$ cat src/rtl/opd_pkg.sv
package opd_pkg;

   localparam int unsigned INSTR_W = 16;
   localparam int unsigned OPC_W   = 5;
   localparam int unsigned SELB_W  = 5;
   localparam int unsigned SELA_W  = 6;

   typedef enum logic [2:0] {
      K_REG  = 3'd0,
      K_MEM  = 3'd1,
      K_SP   = 3'd2,
      K_PC   = 3'd3,
      K_EX   = 3'd4,
      K_LIT  = 3'd5,
      K_NONE = 3'd6
   } opd_kind_e;

   typedef enum logic [2:0] {
      S_IDLE  = 3'd0,
      S_ARES  = 3'd1,
      S_AWAIT = 3'd2,
      S_BRES  = 3'd3,
      S_BWAIT = 3'd4,
      S_DONE  = 3'd5
   } opd_state_e;

endpackage

$ cat src/rtl/opd_resolve.sv
module opd_resolve
   import opd_pkg::*;
#(
   parameter int unsigned DATA_W    = 16,
   parameter bit          PUSH_SIDE = 1'b0
) (
   input  logic [SELA_W-1:0] code,
   input  logic [DATA_W-1:0] sp,
   input  logic [DATA_W-1:0] rf_data,
   input  logic [DATA_W-1:0] word,
   output opd_kind_e         kind,
   output logic [DATA_W-1:0] addr,
   output logic [DATA_W-1:0] lit,
   output logic              needs_word,
   output logic              sp_up,
   output logic              sp_down
);
   localparam logic [DATA_W-1:0] ONE = DATA_W'(1);

   logic [DATA_W-1:0] stk_addr;
   logic              stk_up;
   logic              stk_down;

   generate
      if (PUSH_SIDE) begin : g_push
         assign stk_addr = sp - ONE;
         assign stk_up   = 1'b0;
         assign stk_down = 1'b1;
      end else begin : g_pop
         assign stk_addr = sp;
         assign stk_up   = 1'b1;
         assign stk_down = 1'b0;
      end
   endgenerate

   always_comb begin
      kind       = K_REG;
      addr       = '0;
      lit        = '0;
      needs_word = 1'b0;
      sp_up      = 1'b0;
      sp_down    = 1'b0;
      if (code[5]) begin
         kind = K_LIT;
         lit  = DATA_W'(code[4:0]) - ONE;
      end else begin
         case (code[4:3])
            2'b00: begin
               kind = K_REG;
               addr = DATA_W'(code[2:0]);
            end
            2'b01: begin
               kind = K_MEM;
               addr = rf_data;
            end
            2'b10: begin
               kind       = K_MEM;
               addr       = rf_data + word;
               needs_word = 1'b1;
            end
            default: begin
               case (code[2:0])
                  3'd0: begin
                     kind    = K_MEM;
                     addr    = stk_addr;
                     sp_up   = stk_up;
                     sp_down = stk_down;
                  end
                  3'd1: begin
                     kind = K_MEM;
                     addr = sp;
                  end
                  3'd2: begin
                     kind       = K_MEM;
                     addr       = sp + word;
                     needs_word = 1'b1;
                  end
                  3'd3: kind = K_SP;
                  3'd4: kind = K_PC;
                  3'd5: kind = K_EX;
                  3'd6: begin
                     kind       = K_MEM;
                     addr       = word;
                     needs_word = 1'b1;
                  end
                  default: begin
                     kind       = K_LIT;
                     lit        = word;
                     needs_word = 1'b1;
                  end
               endcase
            end
         endcase
      end
   end

   // a stack access never moves SP both ways at once
   always_comb begin
      p_sp_one_dir_r6: assert (!(sp_up && sp_down));
   end

endmodule

$ cat src/rtl/opd_seq.sv
module opd_seq
   import opd_pkg::*;
(
   input  logic       clk,
   input  logic       rst_n,
   input  logic       start,
   input  logic       a_needs,
   input  logic       b_needs,
   input  logic       skip_b,
   output opd_state_e st
);
   opd_state_e st_nx;

   always_comb begin
      st_nx = st;
      case (st)
         S_IDLE:  if (start) st_nx = S_ARES;
         S_ARES:  st_nx = a_needs ? S_AWAIT : S_BRES;
         S_AWAIT: st_nx = S_BRES;
         S_BRES:  st_nx = (!skip_b && b_needs) ? S_BWAIT : S_DONE;
         S_BWAIT: st_nx = S_DONE;
         S_DONE:  st_nx = S_IDLE;
         default: st_nx = S_IDLE;
      endcase
   end

   always_ff @(posedge clk or negedge rst_n) begin
      if (!rst_n) st <= S_IDLE;
      else        st <= st_nx;
   end

   // completion lasts exactly one cycle
   p_done_single_r11: assert property (@(posedge clk) disable iff (!rst_n)
      (st == S_DONE) |=> (st == S_IDLE));

   // a started decode always leaves idle
   p_start_leaves_idle_r11: assert property (@(posedge clk) disable iff (!rst_n)
      (st == S_IDLE && start) |=> (st == S_ARES));

endmodule

$ cat src/rtl/operand_fetch_unit.sv
module operand_fetch_unit
   import opd_pkg::*;
#(
   parameter int unsigned DATA_W   = 16,
   parameter int unsigned NUM_REGS = 8
) (
   input  logic                          clk,
   input  logic                          rst_n,
   input  logic                          start,
   input  logic [15:0]                   instr,
   input  logic [DATA_W-1:0]             pc_in,
   input  logic [DATA_W-1:0]             sp_in,
   output logic                          mem_rd_en,
   output logic [DATA_W-1:0]             mem_addr,
   input  logic [DATA_W-1:0]             mem_rdata,
   output logic [$clog2(NUM_REGS)-1:0]   rf_sel,
   input  logic [DATA_W-1:0]             rf_data,
   output logic                          done,
   output logic [4:0]                    opcode,
   output logic                          special,
   output logic [4:0]                    special_op,
   output logic [2:0]                    a_kind,
   output logic [DATA_W-1:0]             a_addr,
   output logic [DATA_W-1:0]             a_lit,
   output logic                          a_wr,
   output logic [2:0]                    b_kind,
   output logic [DATA_W-1:0]             b_addr,
   output logic [DATA_W-1:0]             b_lit,
   output logic                          b_wr,
   output logic [1:0]                    word_cost,
   output logic [DATA_W-1:0]             pc_out,
   output logic [DATA_W-1:0]             sp_out
);
   localparam int unsigned SEL_W  = $clog2(NUM_REGS);
   localparam int unsigned COST_W = 2;
   localparam logic [DATA_W-1:0] ONE = DATA_W'(1);

   generate
      if (DATA_W < INSTR_W) begin : g_bad_width
         $error("DATA_W must hold a full instruction word");
      end
      if (NUM_REGS != 8) begin : g_bad_regs
         $error("selector encoding covers exactly eight registers");
      end
   endgenerate

   opd_state_e st;

   logic [INSTR_W-1:0] instr_q;
   logic [DATA_W-1:0]  pc_q, sp_q;
   logic [COST_W-1:0]  cost_q;
   opd_kind_e          a_kind_q, b_kind_q;
   logic [DATA_W-1:0]  a_addr_q, a_lit_q, b_addr_q, b_lit_q;
   logic               a_wr_q, b_wr_q;

   logic [SELA_W-1:0]  sel_a, sel_b;
   logic               is_special;

   assign sel_a      = instr_q[15:10];
   assign sel_b      = {1'b0, instr_q[9:5]};
   assign is_special = (instr_q[OPC_W-1:0] == '0);

   opd_kind_e          ra_kind, rb_kind;
   logic [DATA_W-1:0]  ra_addr, ra_lit, rb_addr, rb_lit;
   logic               ra_need, rb_need, ra_up, ra_dn, rb_up, rb_dn;

   opd_resolve #(.DATA_W(DATA_W), .PUSH_SIDE(1'b0)) u_res_a (
      .code(sel_a), .sp(sp_q), .rf_data(rf_data), .word(mem_rdata),
      .kind(ra_kind), .addr(ra_addr), .lit(ra_lit), .needs_word(ra_need),
      .sp_up(ra_up), .sp_down(ra_dn)
   );

   opd_resolve #(.DATA_W(DATA_W), .PUSH_SIDE(1'b1)) u_res_b (
      .code(sel_b), .sp(sp_q), .rf_data(rf_data), .word(mem_rdata),
      .kind(rb_kind), .addr(rb_addr), .lit(rb_lit), .needs_word(rb_need),
      .sp_up(rb_up), .sp_down(rb_dn)
   );

   opd_seq u_seq (
      .clk(clk), .rst_n(rst_n), .start(start),
      .a_needs(ra_need), .b_needs(rb_need), .skip_b(is_special),
      .st(st)
   );

   logic b_phase;
   assign b_phase   = (st == S_BRES) || (st == S_BWAIT);
   assign rf_sel    = b_phase ? sel_b[SEL_W-1:0] : sel_a[SEL_W-1:0];
   assign mem_rd_en = ((st == S_ARES) && ra_need) ||
                      ((st == S_BRES) && !is_special && rb_need);
   assign mem_addr  = pc_q;

   always_ff @(posedge clk or negedge rst_n) begin
      if (!rst_n) begin
         instr_q  <= '0;
         pc_q     <= '0;
         sp_q     <= '0;
         cost_q   <= '0;
         a_kind_q <= K_NONE;
         a_addr_q <= '0;
         a_lit_q  <= '0;
         a_wr_q   <= 1'b0;
         b_kind_q <= K_NONE;
         b_addr_q <= '0;
         b_lit_q  <= '0;
         b_wr_q   <= 1'b0;
      end else begin
         case (st)
            S_IDLE: if (start) begin
               instr_q  <= instr;
               pc_q     <= pc_in;
               sp_q     <= sp_in;
               cost_q   <= '0;
               a_kind_q <= K_NONE;
               a_addr_q <= '0;
               a_lit_q  <= '0;
               a_wr_q   <= 1'b0;
               b_kind_q <= K_NONE;
               b_addr_q <= '0;
               b_lit_q  <= '0;
               b_wr_q   <= 1'b0;
            end
            S_ARES: begin
               if (ra_need) begin
                  pc_q   <= pc_q + ONE;
                  cost_q <= cost_q + 1'b1;
               end else begin
                  a_kind_q <= ra_kind;
                  a_addr_q <= ra_addr;
                  a_lit_q  <= ra_lit;
                  a_wr_q   <= (ra_kind != K_LIT);
                  if (ra_up)      sp_q <= sp_q + ONE;
                  else if (ra_dn) sp_q <= sp_q - ONE;
               end
            end
            S_AWAIT: begin
               a_kind_q <= ra_kind;
               a_addr_q <= ra_addr;
               a_lit_q  <= ra_lit;
               a_wr_q   <= (ra_kind != K_LIT);
            end
            S_BRES: if (!is_special) begin
               if (rb_need) begin
                  pc_q   <= pc_q + ONE;
                  cost_q <= cost_q + 1'b1;
               end else begin
                  b_kind_q <= rb_kind;
                  b_addr_q <= rb_addr;
                  b_lit_q  <= rb_lit;
                  b_wr_q   <= (rb_kind != K_LIT);
                  if (rb_up)      sp_q <= sp_q + ONE;
                  else if (rb_dn) sp_q <= sp_q - ONE;
               end
            end
            S_BWAIT: begin
               b_kind_q <= rb_kind;
               b_addr_q <= rb_addr;
               b_lit_q  <= rb_lit;
               b_wr_q   <= (rb_kind != K_LIT);
            end
            default: ;
         endcase
      end
   end

   assign done       = (st == S_DONE);
   assign opcode     = instr_q[OPC_W-1:0];
   assign special    = is_special;
   assign special_op = instr_q[9:5];
   assign a_kind     = a_kind_q;
   assign a_addr     = a_addr_q;
   assign a_lit      = a_lit_q;
   assign a_wr       = a_wr_q;
   assign b_kind     = b_kind_q;
   assign b_addr     = b_addr_q;
   assign b_lit      = b_lit_q;
   assign b_wr       = b_wr_q;
   assign word_cost  = cost_q;
   assign pc_out     = pc_q;
   assign sp_out     = sp_q;

   // every extension-word read advances PC by one
   p_fetch_moves_pc_r4: assert property (@(posedge clk) disable iff (!rst_n)
      mem_rd_en |=> (pc_out == DATA_W'($past(pc_out) + ONE)));

   // no word is read for b when the opcode is special
   p_special_no_b_read_r10: assert property (@(posedge clk) disable iff (!rst_n)
      (b_phase && special) |-> !mem_rd_en);

   // the memory port is quiet while idle
   p_idle_no_read_r1: assert property (@(posedge clk) disable iff (!rst_n)
      (st == S_IDLE) |-> !mem_rd_en);

   // SP moves at most one step per cycle during a decode
   p_sp_step_r6: assert property (@(posedge clk) disable iff (!rst_n)
      (st != S_IDLE) |=> ((sp_out == $past(sp_out)) ||
                          (sp_out == DATA_W'($past(sp_out) + ONE)) ||
                          (sp_out == DATA_W'($past(sp_out) - ONE))));

   // a completed literal operand is never writable
   p_lit_not_writable_r9: assert property (@(posedge clk) disable iff (!rst_n)
      (done && a_kind == 3'd5) |-> !a_wr);

endmodule

$ cat config.mk
export PLATFORM = sky130hd
export DESIGN_NAME = operand_fetch_unit
export DESIGN_NICKNAME = d
export VERILOG_FILES = /design/src/rtl/opd_pkg.sv /design/src/rtl/opd_resolve.sv /design/src/rtl/opd_seq.sv /design/src/rtl/operand_fetch_unit.sv
export SDC_FILE = /design/constraint.sdc
export NUM_CORES = 1
export LEC_CHECK = 0
export CORE_MARGIN = 2
export CORE_UTILIZATION = 56
export DETAILED_ROUTE_END_ITERATION = 16
export PLACE_DENSITY = 0.86
export SYNTH_ARGS = -nofsm -noshare
export SYNTH_HDL_FRONTEND = slang
export SYNTH_SLANG_ARGS = --single-unit
$ cat constraint.sdc
create_clock -name clk -period 4.5 [get_ports clk]
set_clock_uncertainty 0.05 [all_clocks]
set_input_delay 0.45 -clock clk [delete_from_list [all_inputs] [get_ports clk]]
set_output_delay 0.45 -clock clk [all_outputs]
set_load 0.005 [all_outputs]
# Word level (Yosys, flattened, before mapping)
# Index checks and enable logic that the tools add are counted.
# totals
output_inout_bits,138
input_bits,83
elab_cells,155
reg_bits,125
# classes
add_sub_neg,7
n_eq_ne,31
muxes,70
reduce_logical,34
# op_table
op,count
$pmux 16 s3,9
$mux 16,23
$pmux 16 s4,1
$add 16x1->16 const B,2
$add 16x16->16,2
$eq 3x3->1 const B,8
$pmux 3 s4,2
$mux 3,7
$eq 3x2->1 const B,6
$pmux 3 s3,2
$ne 2x2->1 const B,8
$sub 16x1->16 const B,1
$pmux 3 s5,1
$mux 1,14
$reduce_or 7->1,2
$pmux 3 s2,2
$reduce_or 2->1,5
$reduce_or 5->1,2
$eq 3x1->1 const B,3
$logic_not 3->1,3
$reduce_bool 3->1,3
$mux 2,4
$reduce_or 4->1,2
$reduce_and 7->1,1
18 further kinds,29

# Depth between registers and ports, before layout
# depth
depth_word,8
depth_mapped,11
depth_no_buf,10

# Hierarchy
# Synthesis repeated with hierarchy kept, for this count alone.
# unflattened
cells_unflattened,1459
area_unflattened_um2,11776.3
# modules_own_cells
mod,seq_area_each_um2,cells_each,instances,area_each_um2
operand_fetch_unit,3057.9,700,1,6236.0
opd_resolve at u_res_b,0.0,391,1,2862.7
opd_resolve at u_res_a,0.0,355,1,2536.2
opd_seq,75.1,13,1,141.4

# Worst setup path after synthesis
# No wires, ideal clock.
# synth_timing
kind,input to register
start,input mem_rdata[0]
end,"register b_addr_q[14], in the netlist b_addr[14]"
stages,9
path_slack_ns,1.859
arrival_time_ns,2.455
n_path_buf,0
required_ns,4.314
setup_time_ns,0.136
path_cell_list,ha_1 > fa_1 > a211oi_1 > o21ai_0 > a41o_1 > a21oi_1 > nor3_1 > a2111oi_0 > o21ai_0
# synth_via
elab_chain_len,6
word_cells_on_any_way,7
classes_between,add/sub (2); mux (5)
# synth_rtl
item,line_no,source
from (decl),operand_fetch_unit.sv:15,"input logic [DATA_W-1:0] mem_rdata,"
$add 16x16->16,opd_resolve.sv:75,addr = sp + word;
$pmux 16 s4,opd_resolve.sv:62,case (code[2:0])
$pmux 16 s3 *,opd_resolve.sv:47,case (code[4:3])
$mux 16,operand_fetch_unit.sv:142,if (rb_need) begin
$mux 16,operand_fetch_unit.sv:141,S_BRES: if (!is_special) begin
$pmux 16 s3 *,operand_fetch_unit.sv:107,case (st)
to (signal assigned),operand_fetch_unit.sv:147,b_addr_q <= rb_addr;
to (signal assigned),operand_fetch_unit.sv:156,b_addr_q <= rb_addr;
to (decl),operand_fetch_unit.sv:53,"logic [DATA_W-1:0] a_addr_q, a_lit_q, b_addr_q, b_lit_q;"
# Every way passes the cells marked *; elsewhere a longest branch is shown, timed or not. The select of a mux whose other input is x is not followed.
# A chain may end at the register's enable or synchronous reset.

# Final worst setup path
# layout_timing
start,register instr_q[13]
end,output mem_rd_en
# layout_via
elab_chain_len,6
word_cells_on_any_way,8
classes_between,eq/ne (2); mux (2); reduce/logical (4)
# layout_rtl
item,line_no,source
from (decl),operand_fetch_unit.sv:49,logic [INSTR_W-1:0] instr_q;
from (signal assigned),operand_fetch_unit.sv:109,instr_q <= instr;
$eq 2x1->1 / $logic_not 2->1 (equally long branches),opd_resolve.sv:47,
$reduce_or 2->1 (no line),--,
$pmux 1 s2 *,opd_resolve.sv:47,
$mux 1 *,opd_resolve.sv:43,if (code[5]) begin
$logic_and 1x1->1 *,operand_fetch_unit.sv:88,assign mem_rd_en = ((st == S_ARES) && ra_need) ||
$logic_or 1x1->1 *,operand_fetch_unit.sv:88,
to (decl),operand_fetch_unit.sv:13,"output logic mem_rd_en,"
# Every way passes the cells marked *; elsewhere a longest branch is shown, timed or not.

==> impl_metrics.env <==
export IMPL_via_count=10800
export IMPL_drt_total_wl_mm=36.2
export IMPL_clock_latency_ns=0.44
export IMPL_cts_resized=0
export IMPL_rrSetupSlack_ns=0.92
export IMPL_hp_class="in -> async"
export IMPL_start_util_pct=57.2
export IMPL_dieArea_mm2=0.0187
export IMPL_cts_setup_buffers=0
export IMPL_fin_total_pwr_w=0.00956
export IMPL_syn2layout_area_growth_pct=27.9
export IMPL_cts_buffers=17
export IMPL_final_max_slew_viol_count=0
export IMPL_rsz0062_at_grt="false"
export IMPL_track_usage_pct=38.4
export IMPL_r2r_cells=10
export IMPL_fmax_mhz=252
export IMPL_synthSimpleGateAreaFrac_pct=20.0
export IMPL_synth_top_family_by_area="compound AO/OA/AOI/OAI gates"
export IMPL_worst_slew_pin_slew_ns=1.00
export IMPL_reg2reg_to="sp_out[12]$_DFFE_PN0P_"
export IMPL_power_per_cell_area_mw_per_mm2=758
export IMPL_cts_sinks=125
export IMPL_die_w_um=137
export IMPL_firstDrtPassIters=8
export IMPL_first_global_vias=9933
export IMPL_cp_end_kind="output port"
export IMPL_ant_nets=0
export IMPL_nets=1517
export IMPL_critical_path_peak_fanout=19
export IMPL_hold_buffers=0
export IMPL_wl_per_cell_um=22.4
export IMPL_yosys_warnings=0
export IMPL_clockBufferDepth=2
export IMPL_ys_types=82
export IMPL_fp_row_count=48
export IMPL_syn_cell_area_mm2=0.00986
export IMPL_start_kind="flop"
export IMPL_mostFrequentLayoutCell="clkdlybuf4s50_1"
export IMPL_async_reset_ff_share_pct=100
export IMPL_cp_cell_sequence="inv_1, ha_1, inv_1, o22ai_1, nand3_1, nand2_1, clkdlybuf4s50_1"
export IMPL_clk_pin_slew_ns=0.06
export IMPL_clock_root_buffer="clkbuf_16"
export IMPL_hold_violations=0
export IMPL_leakagePower_nw=5.23
export IMPL_synth_top_flop_cell="dfrtp_1"
export IMPL_ir_drop_mv=0.465
export IMPL_htree_num_levels=4
export IMPL_die_h_um=137
export IMPL_via_per_inst=6.67
export IMPL_critPathTopFamily="buffers and inverters"
export IMPL_synthMuxAreaShare_pct=1.29
export IMPL_relSlewSlack_pct=32.8
export IMPL_max_stage_delay_ns=0.71
export IMPL_maxCapViolCount=0
export IMPL_antenna_found_initial=0
export IMPL_seqCellArea_mm2=0.00313
export IMPL_ys_ff_latch=125
export IMPL_nFillCells=1327
export IMPL_avgSynthCellArea_um2=7.99
export IMPL_final_cell_mix="219 x clkdlybuf4s50_1, 201 x nand2_1, 121 x dfrtp_1"
export IMPL_io_buffers=220
export IMPL_post_route_period_util_pct=88.3
export IMPL_drtIter0Drc=1267
export IMPL_crit_required_ns=4.00
export IMPL_crit_type="reg -> out"
export IMPL_synth_edf_count=0
export IMPL_dpl_hpwl_mm=26.3
export IMPL_finalCriticalPeriod_ns=3.97
export IMPL_gp_congestion=0.982
export IMPL_core_mm2=0.0172
export IMPL_synthAdderAreaFrac_pct=6.62
export IMPL_arrival_ns=3.47
export IMPL_fin_util_pct=73.2
export IMPL_io_pins=221
export IMPL_grt_start_max_net_pins=70
export IMPL_grt_pass1_wl_mm=54.8
export IMPL_whs_ns=0.0183
export IMPL_synth_compound_area_share_pct=29.2
export IMPL_cpMaxStageDelayCell="ha_1"
export IMPL_r2r_start="instr_q[13]$_DFFE_PN0P_"
export IMPL_finalSetupTns_ns=0
export IMPL_worst_path_buf_inv=3
export IMPL_gr_total_overflow=0
export IMPL_yosys_area_share_xor_xnor_pct=4.17
export IMPL_critPathMostFrequentCell="inv_1"
export IMPL_setup_viol=0
export IMPL_route_detailed_drc=0
export IMPL_layout_drive_gt1_share_pct=6.73
export IMPL_syn_num_nets=1368
export IMPL_tritoncts="done"
export IMPL_num_antenna_cells=0
export IMPL_status="complete, no violations"
export IMPL_synthCells=1234
export IMPL_multiInputGateArea_mm2=0.00608
export IMPL_ys_seq_area_share_pct=31.8
export IMPL_cp_depth=7
-- sequential cells by signal (all words and copies together) (netlist names) --
name / cells
a_addr: 16
a_wr: 1
b_kind: 3
sp_out: 16
a_lit: 16
b_lit: 16
u_seq.st: 3
word_cost: 2
mem_addr: 16
a_kind: 3
instr_q: 16
b_addr: 16
b_wr: 1
-- through the flow --
step | instances | instance area (um2) | worst slack (ns)
detailed placement | 1589 | 12000 | 0.910
global route | 1621 | 12600 | 0.349
floorplan | 1234 | 9860 | 1.86
finish | 1621 | 12600 | 0.525
global placement | 1589 | 12000 | 0.975
CTS | 1621 | 12600 | 0.611
-- metal layers --
metal,vias up,global-route usage [%],wire length (um)
met1,5178,50.7,14400
li1,4838,-,-
met5,-,0,0
met2,684,60.7,16800
met3,113,7.44,3440
met4,0,18.2,1580
-- cells in the mapped netlist, types with 5 or more instances --
master	number	share of area, %
a31oi_1	18	1.1
xor2_1	20	1.8
a21oi_1	109	5.5
and3_1	13	0.82
xnor2_1	27	2.4
mux2_2	6	0.69
o21bai_1	5	0.38
nor2_1	73	2.8
dfrtp_1	121	31
o31ai_1	17	1.3
and2_1	5	0.32
nand2_1	201	7.7
o211ai_1	16	1.2
buf_2	15	0.76
o22ai_1	12	0.76
a21o_1	14	1.1
o41ai_1	6	0.53
a22oi_1	11	0.84
o21a_1	7	0.53
nand3_1	50	2.5
a221o_1	24	2.4
nor3_1	15	0.76
or3_1	6	0.38
mux2i_1	6	0.61
ha_1	49	6.2
clkbuf_1	69	2.6
a211oi_1	8	0.61
a22o_1	6	0.53
nor4_1	5	0.32
buf_1	7	0.27
a32oi_1	6	0.53
nor2b_1	7	0.44
or4_1	6	0.46
nand2b_1	8	0.51
buf_4	28	2.1
nand4_1	11	0.70
inv_1	24	0.91
o21ai_0	95	4.8
a221oi_1	15	1.3
a32o_1	16	1.6
o221ai_1	12	1.1
-- report_power, final --
| part | leakage (nW) | internal [W] | switching, W | total [W] |
|---|---|---|---|---|
| clock network | 0.284 | 0.000828 | 0.000604 | 0.00143 |
| logic | 3.35 | 0.00248 | 0.00352 | 0.00600 |
| registers | 1.59 | 0.00153 | 0.000592 | 0.00213 |
| total | 5.23 | 0.00484 | 0.00472 | 0.00956 |
-- area by class of cell --
type / instances / share of cell area [%]
tap: 225 / 2.23
timing repair buffer: 250 / 19.3
inverter: 26 / 0.774
clock buffer: 18 / 3.40
multi-input combinational: 963 / 48.2
clock inverter: 14 / 1.28
sequential: 125 / 24.8
-- how the worst max path moves through the flow --
stage	startpoint	endpoint	slack, ns
4_1_cts	instr_q[13]$_DFFE_PN0P_	mem_rd_en	0.61
6_report	instr_q[13]$_DFFE_PN0P_	mem_rd_en	0.53
3_3_place_gp	mem_rdata[0]	b_addr[14]$_DFFE_PN0P_	0.98
5_1_grt	instr_q[13]$_DFFE_PN0P_	mem_rd_en	0.35
2_1_floorplan	mem_rdata[0]	b_addr[14]$_DFFE_PN0P_	1.86
3_5_place_dp	mem_rdata[0]	b_addr[14]$_DFFE_PN0P_	0.91
-- worst register-to-register path: stages, from the launching register on --
cell	delay, ns
dfrtp_1	0.42
inv_1	0.18
ha_1	0.71
inv_1	0.33
o22ai_1	0.37
nand3_1	0.26
nand2_1	0.49
buf_4	0.27
nor4_1	0.07
a21oi_1	0.19
o211ai_1	0.11
-- cells by family (layout without fill, tap and decap cells) --
logic type,count (synthesis),count (layout)
flops,125,125
fa+ha+maj,51,51
simple gates,422,422
buf+inv,146,308
compound gates,431,431
mux,12,12
xor+xnor,47,47
(Power assumes the default switching activity.)
